===== src/rtl/swinc_counter_bank.sv =====
module swinc_counter_bank #(
  parameter int NUM_CTR   = 6,
  parameter int CNT_W     = 32,
  parameter int EVT_W     = 10,
  parameter int SWINC_EVT = 0
) (
  input  logic                   clk,
  input  logic                   rst_n,
  input  logic                   inc_wr_en,
  input  logic [63:0]            inc_wr_data,
  input  logic [30:0]            ctr_en,
  input  logic [31*EVT_W-1:0]    evt_sel,
  input  logic [30:0]            cnt_wr_en,
  input  logic [CNT_W-1:0]       cnt_wr_data,
  output logic [31*CNT_W-1:0]    cnt_val,
  output logic [30:0]            ovf_pulse
);
  localparam int SLOTS = 31;
  localparam logic [EVT_W-1:0] SW_CODE = EVT_W'(SWINC_EVT);
  localparam logic [CNT_W-1:0] CNT_TOP = '1;

  logic [SLOTS-1:0] req;
  assign req = inc_wr_en ? inc_wr_data[SLOTS-1:0] : '0;

  logic unused_sink;
  assign unused_sink = ^{inc_wr_data[63:SLOTS], evt_sel, ctr_en, cnt_wr_en};

  for (genvar i = 0; i < SLOTS; i++) begin : g_slot
    if (i < NUM_CTR) begin : g_ctr
      logic [CNT_W-1:0] cnt_q;
      logic             ovf_q;
      logic             step;
      assign step = req[i] & ctr_en[i] & (evt_sel[i*EVT_W +: EVT_W] == SW_CODE);

      always_ff @(posedge clk) begin
        if (!rst_n) begin
          cnt_q <= '0;
          ovf_q <= 1'b0;
        end else begin
          ovf_q <= 1'b0;
          if (cnt_wr_en[i]) begin
            cnt_q <= cnt_wr_data;
          end else if (step) begin
            cnt_q <= cnt_q + 1'b1;
            ovf_q <= (cnt_q == CNT_TOP);
          end
        end
      end

      assign cnt_val[i*CNT_W +: CNT_W] = cnt_q;
      assign ovf_pulse[i]              = ovf_q;
    end else begin : g_absent
      assign cnt_val[i*CNT_W +: CNT_W] = '0;
      assign ovf_pulse[i]              = 1'b0;
    end
  end
endmodule


===== config.mk =====
export PLATFORM = sky130hd
export DESIGN_NAME = swinc_counter_bank
export DESIGN_NICKNAME = d
export VERILOG_FILES = /design/src/rtl/swinc_counter_bank.sv
export SDC_FILE = /design/constraint.sdc
export NUM_CORES = 1
export LEC_CHECK = 0
export BUFFER_PORTS_ARGS = -buffer_cell sky130_fd_sc_hd__clkbuf_2
export CAP_MARGIN = 25
export CORE_AREA = 5 5 578 580
export CTS_CLUSTER_DIAMETER = 120
export DETAILED_ROUTE_END_ITERATION = 8
export DIE_AREA = 0 0 583 585
export GPL_TIMING_DRIVEN = 0
export PLACE_DENSITY = 0.3
export SYNTH_ARGS = -nofsm -noshare
export SYNTH_HDL_FRONTEND = slang
export SYNTH_SLANG_ARGS = --single-unit

===== constraint.sdc =====
create_clock -name clk -period 2.65 [get_ports clk]
set_input_delay 0.3975 -clock clk [delete_from_list [all_inputs] [get_ports clk]]
set_output_delay 0.3975 -clock clk [all_outputs]
set_load 0.005 [all_outputs]

-- Word-level counts from Yosys, hierarchy flattened
Cells that the tools add are included.
- bitwise gates (word level): 19
- add/sub/neg operators: 6
- multiplexer cells: 13
- reductions and logical operators: 18
- eq/ne operators: 6
- operators by type and width (kind ; number):
    $mux W32 ; 12
    $add A32 B1 Y32 const B ; 6
    $eq A32 B32 Y1 const B ; 6
    $logic_not A10 Y1 ; 6
    $reduce_or A3 Y1 ; 6
    $and A1 B1 Y1 ; 12
    $reduce_bool A2 Y1 ; 6
    $not A1 Y1 ; 7
    $mux W6 ; 1
- input port bits: 471
- bits in registers: 198
- logic and storage cells: 74

-- Logic depth before layout (Yosys ltp)
Gate-level depths: netlist (run 1).
- depth after elaboration: 5
- mapped depth: 7
- mapped depth without buffers: 6

-- Least setup slack after synthesis (run 1)
No wires, ideal clock.
- kind: input-to-reg
- from: input port evt_sel[52]
- to: register g_slot[5].g_ctr.cnt_q[30]
- path buffers: 1
- setup time: 0.074 ns
- setup slack: 0.661 ns
- stages on the path: 6
- required time: 2.576 ns
- data arrival time: 1.914 ns
- cells stage by stage: nor4_1 > and4_1 > buf_4 > nand3_1 > or4_1 > a31oi_1
- word-level cells in the longest chain between the ends: 3
- ends and longest elaborated chain (element ; RTL line ; source):
    start, declared ; 12 ; input logic [31*EVT_W-1:0] evt_sel,
    $logic_not A10 Y1 ; 33 ; assign step = req[i] & ctr_en[i] & (evt_sel[i*EVT_W +: EVT_W] == SW_CODE);
    $and A1 B1 Y1 ; 33 ;
    $reduce_bool A2 Y1 (no line) ; -- ;
    end signal, assigned ; 42 ; cnt_q <= cnt_wr_data;
    end signal, assigned ; 44 ; cnt_q <= cnt_q + 1'b1;
    end, declared ; 30 ; logic [CNT_W-1:0] cnt_q;
No other way between the ends.
A chain may end at the register's enable or synchronous reset.

-- Worst setup path after layout (run 1)
- from: register g_slot[3].g_ctr.cnt_q[8]
- to: register g_slot[3].g_ctr.cnt_q[24]
- word-level cells in the longest chain between the ends: 3
- ends and longest elaborated chain (element ; RTL line ; source):
    start, declared ; 30 ;
    start signal, assigned ; 42 ;
    start signal, assigned ; 44 ;
    $add A32 B1 Y32 ; 44 ;
    $mux W32 ; 43 ; end else if (step) begin
    $mux W32 ; 41 ; if (cnt_wr_en[i]) begin
No other way between the ends. The select of a mux whose other input is x is not followed.

==> flow_summary.json, run 1 <==
{
  "final_antenna_net_count": 0,
  "synth-edff-count": 0,
  "drtIter0Drc": 1311,
  "cts_hold_repair.buffers": 0,
  "finalHoldViolCount": 0,
  "dp_cells": 7722,
  "grt_overflow_total": 0,
  "final_cells": 7791,
  "track_usage_pct": 7.59,
  "syn2layout_area_growth_pct": 63.7,
  "grt_use_met2_pct": 12.6,
  "core_um2": 329000,
  "grt.busiest_layer": "met2",
  "final_core_util_pct": 8.58,
  "grt_pass1_wl_um": 167000,
  "fin_ws_ns": 0.226,
  "crit_chain": "nand4_2 -> or4_1 -> clkbuf_2 -> or3_1 -> xnor2_1 -> a21oi_1",
  "crit_required_ns": 3.04,
  "cts_sinks": 198,
  "netlist_instances": 2213,
  "io_buffers": 310,
  "r2r-end": "g_slot[3].g_ctr.cnt_q[24]",
  "ys.flop_type": "dfxtp_1",
  "tightest_slew_ns": 1.07,
  "maxCapViolations": 0,
  "die_w_um": 583,
  "setup_viol": 0,
  "num_vias": 17600,
  "min_from": "cnt_wr_en[0]",
  "crit_fanout": 8,
  "yosysWarnings": 0,
  "synth.distinct_cells": 55,
  "grt_max_degree": 18,
  "clockBufferDepth": 2,
  "grt_use_met3_pct": 3.82,
  "die_area_um2": 341000,
  "reg2reg_setup_slack_ns": 0.23,
  "hold_depth": 2,
  "critPathMaxStageDelay_ns": 0.62,
  "drc": 0,
  "cts_tree": "done",
  "first_global_vias": 16100,
  "power.leakage_nw": 12.2,
  "peakVddDrop_v": 0.000487,
  "maxSlewHeadroom_pct": 28.4,
  "grtUsageMet1_pct": 8.87,
  "cts_root_buf": "clkbuf_16",
  "worstPathArrival_ns": 2.81,
  "clock_skew_ns": 0.0232,
  "startpoint_type": "register",
  "ios": 1494,
  "reg2regPathDepth": 6,
  "finalNetCount": 3857,
  "h-tree-depth": 4,
  "fin_crit_sh_pct": 91.5,
  "wl_um": 136000,
  "avgSynthCellArea_um2": 7.79,
  "crit_family": "simple AND/OR/NAND/NOR gates",
  "rsz0062_at_grt": "false",
  "clock.fmax_mhz": 413,
  "maxSlewViolCount": 0,
  "path_buf_inv": 1,
  "fin_crit_ns": 2.42,
  "worstSetupEndpointType": "register",
  "start_util_pct": 5.24,
  "cts_buffers": 17,
  "vias_per_cell": 2.25,
  "insertion_delay_ns": 0.54,
  "synthesis.area_um2": 17200,
  "hold_end": "g_slot[0].g_ctr.ovf_q",
  "place_hpwl_um": 114000,
  "drt_pre_antenna_iters": 5,
  "hold_class": "in2reg",
  "fill_cells": 38700,
  "globalplace.congestion": 0.708,
  "grt_antenna_before_repair": 73,
  "wire_per_inst_um": 17.5,
  "die_h_um": 585,
  "p_per_area_nw_per_um2": 327,
  "status": "finished, final reports clean",
  "r2r_start": "g_slot[3].g_ctr.cnt_q[8]",
  "ys_ff_latch": 198,
  "cpMaxStageDelayCell": "or4_1",
  "clk_transition_reported_paths_ns": 0.09,
  "seq_area_frac_synth_pct": 23.0,
  "worstSetupPathType": "reg2reg",
  "place_ws_ns": -1.39,
  "async_flop_share_pct": 0,
  "fin_setup_tns_ns": 0,
  "drive_gt1_share_pct": 36.0,
  "rows": 211
}
[power breakdown]
group	switching, mW	internal (mW)	total, mW
registers	0.311	3.17	3.49
clock network	1.55	1.31	2.86
logic	1.65	1.21	2.87
total	3.52	5.69	9.21
[cells in the final DEF (no fill, tap or decap), types with 58 or more instances in the layout]
master,netlist,layout
nor4_1,62,58
o21ai_0,176,176
xnor2_1,129,129
buf_4,832,839
clkbuf_2,3,316
nor3_1,76,75
dfxtp_1,198,198
conb_1,1,825
clkbuf_1,78,73
nand3_1,65,65
nand2_1,69,69
a21oi_1,141,141
nand4_1,65,65
[sequential cells by signal (all words and copies together), names as in the netlist]
register	count
g_slot.g_ctr.cnt_q	192
g_slot.g_ctr.ovf_q	6
[cell type report]
type,instances,area [um2],area share (%)
Multi-Input combinational cell,1880,9630,34.1
Buffer,925,6650,23.6
Tap cell,4366,5460,19.4
Sequential cell,198,3960,14.0
Timing Repair Buffer,325,1740,6.18
Clock buffer,18,429,1.52
Inverter,33,124,0.439
Clock inverter,12,123,0.435
Antenna cell,34,85.1,0.302
[synthesized netlist by cell type (4+ instances only)]
library cell	count	area share (%)
buf_4	832	36
dfxtp_1	198	23
o21ai_0	176	5.1
a21oi_1	141	4.1
xnor2_1	129	6.6
clkbuf_1	78	1.7
nor3_1	76	2.2
nand2_1	69	1.5
nand3_1	65	1.9
nand4_1	65	2.4
nor4_1	62	2.3
nor2_1	42	0.91
and4_1	37	1.9
inv_1	30	0.65
and3_1	22	0.80
a31oi_1	21	0.76
or4_1	21	0.91
xor2_1	20	1.0
o31ai_1	18	0.78
mux2i_1	14	0.81
nor2b_1	9	0.33
a211oi_1	8	0.35
and2_1	8	0.29
or3_1	7	0.25
ha_1	6	0.44
and4b_1	5	0.29
a311oi_1	4	0.20
buf_1	4	0.087
buf_2	4	0.12
o211a_1	4	0.23
[worst max-delay path by stage]
| stage | start | endpoint | slack (ns) | depth (start not counted) |
|---|---|---|---|---|
| finish | g_slot[3].g_ctr.cnt_q[8] | g_slot[3].g_ctr.cnt_q[24] | 0.23 | 6 |
| global placement | evt_sel[1] | g_slot[0].g_ctr.cnt_q[30] | -1.52 | 6 |
| CTS | inc_wr_en | g_slot[3].g_ctr.ovf_q | 0.0002 | 6 |
| floorplan | evt_sel[52] | g_slot[5].g_ctr.cnt_q[30] | 0.66 | 6 |
| detailed placement | inc_wr_en | g_slot[3].g_ctr.ovf_q | -1.39 | 6 |
| global route | inc_wr_en | g_slot[1].g_ctr.cnt_q[17] | 0.01 | 7 |
[per-stage QoR]
stage                     area (um2)  power, mW  hold WS, ns
final                          28200       9.21        0.111
after global routing           28200       9.81       0.0644
after CTS                      28100       9.41       0.0566
after detailed placement       27500       6.42        0.518
after global placement         27300       6.40        0.504
after floorplan                20300       5.07        0.468
[per-layer routing]
metal  up-vias  wire length, um
met1      7903            53300
met2      1220            63600
met4        22             1110
met5         -              144
li1       8357                -
met3        65            18300
[timing repair]
item                       CTS  global route
gates cloned                 0             0
setup endpoints to repair   79             6
gates resized for setup      7             2
setup buffers                4             1
pin swaps                    2             1
[cells by family after synthesis]
kind of cell / share of synthesized area [%]
other: 0.0218
AOI/OAI and AO/OA: 11.8
xor gates and xnor gates: 7.57
buffers and inverters: 39.3
adders and majority gates: 0.436
muxes: 0.944
and+or+nand+nor: 17.0
DFF: 23.0
Power figures use the tool's default switching activity.
==> run 2, diff against run 1 <==
- CTS_BUF_LIST: default -> sky130_fd_sc_hd__clkbuf_8
==> flow_summary.json, run 2 (synthesis results as in run 1) <==
{
  "maxSlewViolCount": 0,
  "drive_gt1_share_pct": 36.0,
  "p_per_area_nw_per_um2": 305,
  "status": "finished, final reports clean",
  "grt_overflow_total": 0,
  "vias_per_cell": 2.26,
  "multi_input_area_um2": 9630,
  "final_cell_mix": "buf_4, conb_1, clkbuf_2",
  "clockPowerShare_pct": 25.9,
  "clk_transition_reported_paths_ns": 0.13,
  "cts_sinks": 198,
  "register_area_um2": 3960,
  "final_common_cell": "buf_4",
  "final_core_util_pct": 8.54,
  "cpMaxStageDelayCell": "clkbuf_1",
  "maxCapViolations": 0,
  "cts_tree": "done",
  "crit_fanout": 8,
  "drtIter0Drc": 1150,
  "peakVddDrop_v": 0.000393,
  "setup_viol": 0,
  "swShare_pct": 39.9,
  "reg_top3": "g_slot.g_ctr.cnt_q x192, g_slot.g_ctr.ovf_q x6",
  "clock.fmax_mhz": 398,
  "p_seq_share_pct": 40.8,
  "num_vias": 17600,
  "insertion_delay_ns": 0.65,
  "worstSetupEndpointType": "register",
  "power.leakage_nw": 12.1,
  "track_usage_pct": 7.60,
  "fin_crit_sh_pct": 94.7,
  "fill_cells": 38700,
  "reg2regPathDepth": 5,
  "die_h_um": 585,
  "maxSlewHeadroom_pct": 26.0,
  "first_global_vias": 16200,
  "largest_reg_flops": 192,
  "p_switching_mw": 3.41,
  "wire_per_inst_um": 17.5,
  "grt_max_degree": 18,
  "critPathMaxStageDelay_ns": 0.63,
  "core_um2": 329000,
  "crit_chain": "clkbuf_4 -> and4b_1 -> and4_1 -> clkbuf_1 -> nand3_1 -> or4_1 -> a31oi_1",
  "worstPathArrival_ns": 3.08,
  "cts_buffers": 17,
  "worstSetupPathType": "in2reg",
  "hold_depth": 4,
  "cts_root_buf": "clkbuf_8",
  "die_w_um": 583,
  "fin_setup_tns_ns": 0,
  "ios": 1494,
  "place_hpwl_um": 114000,
  "rsz0062_at_grt": "false",
  "path_buf_inv": 2,
  "syn2layout_area_growth_pct": 62.9,
  "h-tree-depth": 4,
  "tightest_slew_ns": 1.11,
  "clockBufferDepth": 2,
  "finalHoldViolCount": 0,
  "startpoint_type": "input port",
  "wl_um": 136000,
  "clock_skew_ns": 0.0341,
  "largest-register": "g_slot.g_ctr.cnt_q",
  "power_frac_comb_pct": 33.3,
  "crit_required_ns": 3.22,
  "globalplace.congestion": 0.708,
  "drt_pre_antenna_iters": 5,
  "grt_pass1_wl_um": 169000,
  "final_antenna_net_count": 0,
  "die_area_um2": 341000,
  "crit_family": "simple AND/OR/NAND/NOR gates",
  "fin_crit_ns": 2.51,
  "hold_class": "in2reg",
  "start_util_pct": 5.24,
  "finalNetCount": 3861,
  "drc": 0,
  "intPower_mw": 5.14,
  "io_buffers": 310,
  "cp.depth": 7,
  "rows": 211,
  "grt_antenna_before_repair": 74
}
## run 2: what timing repair did
action,4_1_cts,5_1_grt
pin swaps,2,1
setup endpoints to repair,45,6
buffers inserted,5,1
gates resized for setup,4,2
hold endpoints to repair,2,0
hold buffers,2,0
## run 2: power by group through the flow
stage,Clock [mW],Combinational (mW),Sequential (mW)
3_3_place_gp,0,2.85,3.55
6_report,2.21,2.85,3.49
3_5_place_dp,0,2.87,3.56
5_1_grt,2.48,3.18,3.53
4_1_cts,2.41,2.88,3.49
2_1_floorplan,0,1.60,3.47
## run 2: cell type report
type / count / area share (%)
timing repair buffer: 328 / 6.31
clock buffer: 17 / 0.833
clock inverter: 13 / 0.450
tap: 4366 / 19.5
antenna: 48 / 0.428
inverter: 33 / 0.441
sequential: 198 / 14.1
multi-input combinational: 1880 / 34.3
buffer: 926 / 23.7
## run 2: metrics by stage
step | total power, mW | instances | cell area [um2] | hold WS, ns | setup WS (ns)
after CTS | 8.78 | 7759 | 27900 | 0.0205 | 0.0247
final | 8.55 | 7809 | 28100 | 0.127 | 0.140
after global placement | 6.40 | 7713 | 27300 | 0.504 | -1.52
after floorplan | 5.07 | 3037 | 20300 | 0.468 | 0.661
after global routing | 9.18 | 7770 | 28000 | 0.0580 | 0.00191
after detailed placement | 6.42 | 7722 | 27500 | 0.518 | -1.39
## run 2: worst paths after layout
kind	startpoint	to	slack [ns]
worst max-delay path	inc_wr_en	g_slot[2].g_ctr.cnt_q[31]	0.14
worst min-delay path	cnt_wr_en[5]	g_slot[5].g_ctr.ovf_q	0.13
worst max register to register	g_slot[3].g_ctr.cnt_q[9]	g_slot[3].g_ctr.ovf_q	0.17
worst min register to register	g_slot[1].g_ctr.cnt_q[1]	g_slot[1].g_ctr.cnt_q[1]	0.53
## run 2: per-layer routing
metal	part of all wire (%)	global-route usage [%]	vias to the layer above
li1	-	-	8397
met1	40	9.21	7985
met2	47	12.7	1182
met3	12	3.25	51
met4	0.67	1.06	18
met5	0.076	0	-
## run 2: tightest hold or removal path, stage by stage
cell	delay [ns]
clkbuf_2	0.14
nor2b_1	0.07
nand2_1	0.06
nor3_1	0.04
==> run 3, diff against run 2 <==
- CORE_AREA: 5 5 578 580 -> 5 5 574 576
- DIE_AREA: 0 0 583 585 -> 0 0 579 581
==> flow_summary.json, run 3 (synthesis results as in run 1) <==
{
  "status": "finished, final reports clean",
  "peakVddDrop_v": 0.000425,
  "cts_root_buf": "clkbuf_8",
  "hold_depth": 3,
  "start_util_pct": 5.33,
  "place_ws_ns": -0.967,
  "maxSlewViolCount": 0,
  "clock_skew_ns": 0.0344,
  "insertion_delay_ns": 0.65,
  "place_hpwl_um": 110000,
  "maxCapViolations": 0,
  "drive_gt1_share_pct": 35.9,
  "h-tree-depth": 4,
  "core_um2": 323000,
  "tightest_slew_ns": 1.01,
  "finalNetCount": 3866,
  "final_cell_mix": "buf_4, conb_1, clkbuf_2",
  "worstSetupEndpointType": "register",
  "wire_per_inst_um": 16.6,
  "die_h_um": 581,
  "clockBufferDepth": 2,
  "min_from": "cnt_wr_en[2]",
  "globalplace.congestion": 0.714,
  "hold_class": "in2reg",
  "fin_ws_ns": 0.166,
  "worstSetupPathType": "in2reg",
  "reg2reg_setup_slack_ns": 0.20,
  "drtIter0Drc": 1092,
  "drc": 0,
  "largest_reg_flops": 192,
  "grt_antenna_before_repair": 65,
  "cts_buffers": 17,
  "maxSlewHeadroom_pct": 32.7,
  "hold_end": "g_slot[2].g_ctr.cnt_q[18]",
  "wl_um": 129000,
  "drt_pre_antenna_iters": 5,
  "power.leakage_nw": 12.2,
  "startpoint_type": "input port",
  "first_global_vias": 16100,
  "rows": 209,
  "final_common_cell": "buf_4",
  "crit_required_ns": 3.22,
  "clock.fmax_mhz": 403,
  "finalPower_mw": 8.44,
  "clk_transition_reported_paths_ns": 0.14,
  "num_vias": 17300,
  "die_w_um": 579,
  "die_area_um2": 336000,
  "whs_ns": 0.0998,
  "rsz0062_at_grt": "false",
  "grt_max_degree": 19,
  "crit_fanout": 8,
  "grt_pass1_wl_um": 160000,
  "largest-register": "g_slot.g_ctr.cnt_q",
  "ios": 1494,
  "cts_sinks": 198,
  "cts_tree": "done",
  "final_core_util_pct": 8.66,
  "fin_crit_sh_pct": 93.7,
  "worstPathArrival_ns": 3.06,
  "syn2layout_area_growth_pct": 62.4,
  "finalInstanceArea_um2": 28000,
  "placed_area_um2": 27400,
  "finalHoldViolCount": 0,
  "fin_crit_ns": 2.48,
  "reg_top3": "g_slot.g_ctr.cnt_q x192, g_slot.g_ctr.ovf_q x6",
  "p_per_area_nw_per_um2": 301,
  "setup_viol": 0,
  "grt_overflow_total": 0,
  "r2r_start": "g_slot[5].g_ctr.cnt_q[6]",
  "reg2regPathDepth": 7,
  "vias_per_cell": 2.23,
  "io_buffers": 310,
  "final_antenna_net_count": 0,
  "r2r-end": "g_slot[5].g_ctr.cnt_q[16]",
  "track_usage_pct": 7.26
}
[run 3: repair_timing]
| action | CTS | global route |
|---|---|---|
| hold endpoints to repair | 2 | 0 |
| hold buffers | 2 | 0 |
| endpoints found under the setup margin | 32 | 8 |
| buffers inserted | 9 | 2 |
| resized for setup | 5 | 2 |
| pin swaps | 2 | 1 |
[run 3: per-stage QoR]
step	std cells	TNS, ns
CTS	7725	0
global placement	7672	-154.15
detailed placement	7682	-83.25
global route	7729	0
floorplan	3037	0
finish	7751	0
[run 3: how the worst max path moves through the flow]
| stage | start | endpoint | cells past startpoint |
|---|---|---|---|
| 2_1_floorplan | evt_sel[52] | g_slot[5].g_ctr.cnt_q[30] | 6 |
| 3_3_place_gp | inc_wr_en | g_slot[2].g_ctr.cnt_q[30] | 6 |
| 3_5_place_dp | inc_wr_en | g_slot[2].g_ctr.cnt_q[30] | 7 |
| 4_1_cts | rst_n | g_slot[4].g_ctr.cnt_q[1] | 5 |
| 5_1_grt | g_slot[5].g_ctr.cnt_q[6] | g_slot[5].g_ctr.cnt_q[16] | 7 |
| 6_report | inc_wr_en | g_slot[2].g_ctr.cnt_q[31] | 8 |
[run 3: worst max-delay path, cell delays in order]
cell,delay (ns)
clkbuf_4,0.28
buf_12,0.20
and4b_1,0.22
and4_1,0.43
clkbuf_1,0.42
nand3_1,0.33
or4_1,0.55
a31oi_1,0.16
[run 3: layout make-up]
class                      instances  area (um2)
timing repair buffer             333        1790
multi-input combinational       1880        9630
buffer                           926        6640
clock buffer                      18         248
antenna                           24        60.1
clock inverter                    14         119
inverter                          33         124
sequential                       198        3960
fill                           38200      295000
tap                             4325        5410
[run 3: routing by layer]
metal / share of wire [%] / track usage (%)
met4: 3.0 / 2.55
met1: 35 / 7.90
met2: 46 / 11.8
met5: 0.16 / 0
met3: 16 / 4.10
[run 3: power breakdown]
part | internal, mW | switching, mW
clock | 0.698 | 1.47
combinational | 1.22 | 1.58
sequential | 3.18 | 0.296
